==> config.mk <==
export PLATFORM = sky130hd
export DESIGN_NAME = serial_rx_frame
export DESIGN_NICKNAME = d
export VERILOG_FILES = /design/src/rtl/serial_rx_pkg.sv /design/src/rtl/serial_rx_sync.sv /design/src/rtl/serial_rx_sampler.sv /design/src/rtl/serial_rx_holdreg.sv /design/src/rtl/serial_rx_frame.sv
export SDC_FILE = /design/constraint.sdc
export NUM_CORES = 1
export LEC_CHECK = 0
export CAP_MARGIN = 10
export CORE_MARGIN = 2
export CORE_UTILIZATION = 51
export DETAILED_ROUTE_END_ITERATION = 8
export GPL_TIMING_DRIVEN = 0
export PLACE_DENSITY = 0.83
export RECOVER_POWER = 25
export SLEW_MARGIN = 20
export SYNTH_ARGS = -nofsm -noshare
export SYNTH_HDL_FRONTEND = slang
export SYNTH_SLANG_ARGS = --single-unit
==> constraint.sdc <==
create_clock -name clk -period 2.1 [get_ports clk]
set_clock_uncertainty 0.15 [all_clocks]
set_input_delay 0.315 -clock clk [delete_from_list [all_inputs] [get_ports clk]]
set_output_delay 0.315 -clock clk [all_outputs]
set_load 0.01 [all_outputs]
==> src/rtl/serial_rx_pkg.sv <==
package serial_rx_pkg;

   localparam int WORD_W   = 8;
   localparam int MIN_BITS = 5;

   typedef enum logic [2:0] {
      RX_IDLE,
      RX_START,
      RX_DATA,
      RX_PAR,
      RX_STOP
   } rx_state_t;

   typedef struct packed {
      logic [WORD_W-1:0] word;
      logic              par_err;
      logic              frm_err;
      logic              brk;
   } rx_result_t;

   // number of data bits minus one for a length code
   function automatic logic [2:0] last_index(input logic [1:0] len_code);
      return 3'(MIN_BITS - 1) + {1'b0, len_code};
   endfunction

endpackage

==> src/rtl/serial_rx_sync.sv <==
module serial_rx_sync #(
   parameter int STAGES = 2
) (
   input  logic clk,
   input  logic rst_n,
   input  logic din,
   output logic dout
);

   generate
      if (STAGES == 0) begin : g_bypass
         assign dout = din;
      end else begin : g_chain
         logic [STAGES-1:0] q;
         always_ff @(posedge clk or negedge rst_n) begin
            if (!rst_n) begin
               q <= '1;
            end else begin
               q[0] <= din;
               for (int i = 1; i < STAGES; i++) begin
                  q[i] <= q[i-1];
               end
            end
         end
         assign dout = q[STAGES-1];
      end
   endgenerate

endmodule

==> src/rtl/serial_rx_sampler.sv <==
module serial_rx_sampler
   import serial_rx_pkg::*;
#(
   parameter int OVERSAMPLE = 16
) (
   input  logic       clk,
   input  logic       rst_n,
   input  logic       tick,
   input  logic       line,
   input  logic [1:0] cfg_len,
   input  logic       cfg_par_en,
   input  logic       cfg_par_even,
   input  logic       cfg_par_stick,
   output logic       done,
   output rx_result_t result
);

   localparam int CW   = $clog2(OVERSAMPLE);
   localparam int HALF = OVERSAMPLE / 2;
   localparam logic [CW-1:0] FULL_END = CW'(OVERSAMPLE - 1);
   localparam logic [CW-1:0] HALF_END = CW'(HALF - 1);

   rx_state_t         state;
   logic [CW-1:0]     tcnt;
   logic [2:0]        bidx;
   logic [WORD_W-1:0] shreg;
   logic              pbit;
   logic [1:0]        len_q;
   logic              pen_q, even_q, stick_q;

   logic              at_centre;
   logic              at_half;
   logic [WORD_W-1:0] word_just;
   logic              par_bad;
   logic              brk_seen;

   assign at_centre = (tcnt == FULL_END);
   assign at_half   = (tcnt == HALF_END);

   // bits enter from the top, so a short word sits high: shift it down
   assign word_just = shreg >> (2'd3 - len_q);

   always_comb begin
      if (!pen_q) begin
         par_bad = 1'b0;
      end else if (stick_q) begin
         par_bad = (pbit != !even_q);
      end else begin
         par_bad = ((^word_just) ^ pbit) != !even_q;
      end
   end

   assign brk_seen = (word_just == '0) && (!pen_q || !pbit) && !line;

   always_ff @(posedge clk or negedge rst_n) begin
      if (!rst_n) begin
         state   <= RX_IDLE;
         tcnt    <= '0;
         bidx    <= '0;
         shreg   <= '0;
         pbit    <= 1'b0;
         len_q   <= '0;
         pen_q   <= 1'b0;
         even_q  <= 1'b0;
         stick_q <= 1'b0;
         done    <= 1'b0;
         result  <= '0;
      end else begin
         done <= 1'b0;
         if (tick) begin
            unique case (state)
               RX_IDLE: begin
                  if (!line) begin
                     state   <= RX_START;
                     tcnt    <= '0;
                     bidx    <= '0;
                     shreg   <= '0;
                     len_q   <= cfg_len;
                     pen_q   <= cfg_par_en;
                     even_q  <= cfg_par_even;
                     stick_q <= cfg_par_stick;
                  end
               end
               RX_START: begin
                  if (at_half) begin
                     tcnt  <= '0;
                     state <= line ? RX_IDLE : RX_DATA;
                  end else begin
                     tcnt <= tcnt + 1'b1;
                  end
               end
               RX_DATA: begin
                  if (at_centre) begin
                     tcnt  <= '0;
                     shreg <= {line, shreg[WORD_W-1:1]};
                     bidx  <= bidx + 1'b1;
                     if (bidx == last_index(len_q)) begin
                        state <= pen_q ? RX_PAR : RX_STOP;
                     end
                  end else begin
                     tcnt <= tcnt + 1'b1;
                  end
               end
               RX_PAR: begin
                  if (at_centre) begin
                     tcnt  <= '0;
                     pbit  <= line;
                     state <= RX_STOP;
                  end else begin
                     tcnt <= tcnt + 1'b1;
                  end
               end
               RX_STOP: begin
                  if (at_centre) begin
                     tcnt           <= '0;
                     state          <= RX_IDLE;
                     done           <= 1'b1;
                     result.word    <= word_just;
                     result.par_err <= par_bad;
                     result.frm_err <= !line;
                     result.brk     <= brk_seen;
                  end else begin
                     tcnt <= tcnt + 1'b1;
                  end
               end
               default: state <= RX_IDLE;
            endcase
         end
      end
   end

endmodule

==> src/rtl/serial_rx_holdreg.sv <==
module serial_rx_holdreg
   import serial_rx_pkg::*;
(
   input  logic              clk,
   input  logic              rst_n,
   input  logic              load,
   input  rx_result_t        incoming,
   input  logic              rd_strobe,
   output logic [WORD_W-1:0] rx_data,
   output logic              data_ready,
   output logic              err_parity,
   output logic              err_frame,
   output logic              err_overrun,
   output logic              brk_det
);

   always_ff @(posedge clk or negedge rst_n) begin
      if (!rst_n) begin
         rx_data     <= '0;
         data_ready  <= 1'b0;
         err_parity  <= 1'b0;
         err_frame   <= 1'b0;
         err_overrun <= 1'b0;
         brk_det     <= 1'b0;
      end else if (load) begin
         // a read in the same cycle retires the old word first
         rx_data     <= incoming.word;
         data_ready  <= 1'b1;
         err_parity  <= (err_parity  & !rd_strobe) | incoming.par_err;
         err_frame   <= (err_frame   & !rd_strobe) | incoming.frm_err;
         brk_det     <= (brk_det     & !rd_strobe) | incoming.brk;
         err_overrun <= (err_overrun | data_ready) & !rd_strobe;
      end else if (rd_strobe) begin
         data_ready  <= 1'b0;
         err_parity  <= 1'b0;
         err_frame   <= 1'b0;
         err_overrun <= 1'b0;
         brk_det     <= 1'b0;
      end
   end

endmodule

==> src/rtl/serial_rx_frame.sv <==
module serial_rx_frame
   import serial_rx_pkg::*;
#(
   parameter int OVERSAMPLE  = 16,
   parameter int SYNC_STAGES = 2
) (
   input  logic       clk,
   input  logic       rst_n,
   input  logic       tick16,
   input  logic       rxd,
   input  logic [1:0] cfg_len,
   input  logic       cfg_par_en,
   input  logic       cfg_par_even,
   input  logic       cfg_par_stick,
   input  logic       rd_strobe,
   output logic [7:0] rx_data,
   output logic       data_ready,
   output logic       err_parity,
   output logic       err_frame,
   output logic       err_overrun,
   output logic       brk_det
);

   generate
      if (OVERSAMPLE < 4 || (OVERSAMPLE % 2) != 0) begin : g_bad_ovs
         $error("OVERSAMPLE must be even and at least 4");
      end
      if (SYNC_STAGES < 0 || SYNC_STAGES > 4) begin : g_bad_sync
         $error("SYNC_STAGES must be in 0..4");
      end
      if (WORD_W != 8) begin : g_bad_word
         $error("word register must be 8 bits wide");
      end
   endgenerate

   logic       line_s;
   logic       frame_done;
   rx_result_t frame_res;

   serial_rx_sync #(.STAGES(SYNC_STAGES)) u_sync (
      .clk   (clk),
      .rst_n (rst_n),
      .din   (rxd),
      .dout  (line_s)
   );

   serial_rx_sampler #(.OVERSAMPLE(OVERSAMPLE)) u_sampler (
      .clk           (clk),
      .rst_n         (rst_n),
      .tick          (tick16),
      .line          (line_s),
      .cfg_len       (cfg_len),
      .cfg_par_en    (cfg_par_en),
      .cfg_par_even  (cfg_par_even),
      .cfg_par_stick (cfg_par_stick),
      .done          (frame_done),
      .result        (frame_res)
   );

   serial_rx_holdreg u_hold (
      .clk         (clk),
      .rst_n       (rst_n),
      .load        (frame_done),
      .incoming    (frame_res),
      .rd_strobe   (rd_strobe),
      .rx_data     (rx_data),
      .data_ready  (data_ready),
      .err_parity  (err_parity),
      .err_frame   (err_frame),
      .err_overrun (err_overrun),
      .brk_det     (brk_det)
   );

endmodule

==> flow_metrics.tcl <==
set metrics [dict create \
    wl_per_cell_um 14.2 \
    crit_buf_inv 1 \
    dr.pass1.iters 4 \
    slew-limit-headroom_pct 48.8 \
    vdd_drop_max_uv 352 \
    crit_slowest_cell "dfrtp_1" \
    fin_crit_sh_pct 105 \
    tritoncts "yes" \
    final_cell_count_no_fill 319 \
    hold_viol_final 0 \
    pin_count 23 \
    dp.cells 307 \
    grt_usage_pct 19.3 \
    synthMuxAreaShare_pct 10.9 \
    min-delay-path-class "reg2reg" \
    nNetsFinal 280 \
    htree_num_levels 2 \
    synth_fp_nets 245 \
    syn_area_um2 2420 \
    syn_inst 229 \
    finalCriticalPeriod_ns 2.20 \
    place.gp.congestion 0.741 \
    ys_top_cells_by_area "dfrtp_1, mux2_2, nand2_1" \
    netlist-cell-type-count 40 \
    required_ns 2.17 \
    placed_area_um2 2790 \
    grt_overflow 0 \
    worstMarginPinSlew_ns 0.768 \
    synth_top_area_cell "dfrtp_1" \
    postSynthAreaPerCell_um2 10.6 \
    clk_pin_slew_ns 0.09 \
    drive_gt1_share_pct 20.0 \
    routed_via_density 5.52 \
    numCtsBuffers 5 \
    synthAdderAreaFrac_pct 3.10 \
    clk_latency_ns 0.30 \
    die_y_um 73.0 \
    synth_compound_area_share_pct 13.3 \
    crit_chain "buf_6 > mux2_4 > a21oi_2 > ha_1 > xnor2_1 > xnor2_1 > nor2_1 > xnor2_1 > o31ai_1" \
    start_kind "flop" \
    p_leak_nw 1.32 \
    die_width_um 73.0 \
    final_core_util_pct 62.8 \
    ys_seq_area_share_pct 52.7 \
    drc_errors 0 \
    root_buffer "clkbuf_8" \
    num_rows 25 \
    synth-edff-count 0 \
    fmax_mhz 454 \
    ys.flop_type "dfrtp_1" \
    clk_path_buf_depth 2 \
    dpl_worst_slack_ns -0.169 \
    tns_ns -0.105 \
    num_antenna_cells 0 \
    yosys_warnings 0 \
    die_area_um2 5320 \
    cp_top_family "XOR/XNOR gates" \
    cp-end-kind "flop" \
    start_util_pct 52.0 \
    fin_ws_ns -0.105 \
    finalPower_mw 3.27 \
    cp.arrival_ns 2.27 \
    io_buffers 22 \
    ant_nets 0 \
    dp_hpwl_um 3490 \
    critical_path_class "reg2reg" \
    vias 1761 \
    drtIter0Drc 85 \
    fillers 380 \
    routed_wl_um 4540 \
    synth-simple-area-share_pct 12.9 \
    synth-seq-cells 51 \
    synth_xor_area_share_pct 3.25 \
    slew_violations 0 \
    ys_async_sr_fraction_pct 100 \
    rsz0062_at_grt "yes" \
    cts.sinks 51 \
    fp.coreArea_um2 4660 \
    maxCapViolCount 0 \
    critPathMostFrequentCell "xnor2_1" \
    cp_max_fo 10 \
    synth.top_cell.area_share_pct 50.6 \
    grt_max_degree 21 \
    finalSetupViolations 1 \
    powerDensity_nw_per_um2 1120 \
    antenna_found_initial 0 \
    grt_pass1_vias 1748 \
    violations "setup timing" \
    synth_top_family_by_area "compound AO/OA/AOI/OAI gates" \
    grt_pass1_wl_um 7920 \
    holdWs_ns 0.211 \
    design_area_um2 2930 \
    critical_path.max_stage_delay_ns 0.40 \
    outcome "complete, but fails checks" \
    syn_to_final_growth_pct 20.7 \
]
[sequential cells by signal, indices dropped and copies added, names as in the netlist, 2 cells and up]
signal,cells
u_sampler.len_q,2
u_sampler.state,3
u_hold.rx_data,8
u_sampler.tcnt,4
u_sampler.bidx,3
u_sampler.shreg,8
u_sampler.result,11
u_sync.g_chain.q,2
[worst paths after layout]
path	slack, ns	from	end	depth (start not counted)
max in group asynchronous	0.23	rst_n	u_hold.rx_data[2]	4
setup / recovery	-0.10	u_sampler.len_q[1]	u_sampler.result[2]	9
hold / removal	0.21	u_sync.g_chain.q[0]	u_sync.g_chain.q[1]	0
min in group asynchronous	0.45	rst_n	u_sampler.state[0]	2
setup reg to reg	-0.10	u_sampler.len_q[1]	u_sampler.result[2]	9
hold reg to reg	0.21	u_sync.g_chain.q[0]	u_sync.g_chain.q[1]	0
[cells in the final DEF, fill, tap and decap left out, drive strengths merged, types with 2 or more instances in the layout]
cell type      netlist  routed
buf                  5       9
dlygate4sd3          0       2
nor2b                2       2
mux2i                4       4
clkdlybuf4s50        0      20
dfrtp               49      49
a211oi               2       2
o21ai               29      29
nand2b               4       4
nand2               42      42
a22o                 4       4
mux2                19      19
ha                   6       6
dfstp                2       2
nor2                10      10
a21oi                6       6
inv                  8       8
nor3                 2       2
clkinv               0       2
xnor2                9       9
nand3                7       7
clkbuf               6      13
[where the power goes]
part           internal (mW)  switching (mW)  leakage, nW
combinational          0.670           0.680        0.577
sequential              1.11           0.122        0.686
clock                  0.355           0.326       0.0581
total                   2.14            1.13         1.32
[routing by layer]
metal	share of wire, %	GRT usage, %
met1	45	23.7
met2	50	34.0
met3	3.2	3.31
met4	1.5	6.79
met5	0	0
[synthesized netlist by cell type, drive strengths merged (2+ instances only)]
cell type / instances
a211oi: 2
nand2b: 4
dfrtp: 49
nor2: 10
o21ai: 29
nor3: 2
clkbuf: 6
inv: 8
nand2: 42
nor2b: 2
mux2i: 4
nand3: 7
buf: 5
ha: 6
a22o: 4
mux2: 19
xnor2: 9
a21oi: 6
dfstp: 2
[kinds of logic (layout without fill, tap and decap cells)]
family / Yosys count / after routing
and+or+nand+nor: 71 / 71
DFF: 51 / 51
AOI/OAI and AO/OA: 50 / 50
muxes: 23 / 23
buffers and inverters: 19 / 55
xor gates and xnor gates: 9 / 9
adders and majority gates: 6 / 6
[what timing repair did]
| item | CTS | global route |
|---|---|---|
| hold buffers | 1 | 0 |
| endpoints found under the setup margin | 1 | 2 |
| pin swaps | 0 | 2 |
| gates cloned | 0 | 0 |
| gates resized for setup | 2 | 3 |
| setup buffers | 2 | 1 |
| endpoints found under the hold margin | 10 | 0 |
[cell type report]
| cell class | instances | area (um2) | area share (%) |
|---|---|---|---|
| well taps | 54 | 67.6 | 2.31 |
| plain buffers | 11 | 78.8 | 2.69 |
| repair buffers | 28 | 279 | 9.53 |
| flip-flops and latches | 51 | 1280 | 43.7 |
| multi-input cells | 159 | 1080 | 36.9 |
| clock inverters | 3 | 43.8 | 1.50 |
| inverters | 8 | 30.0 | 1.03 |
| clock buffers | 5 | 68.8 | 2.35 |
Power figures use the tool's default switching activity.
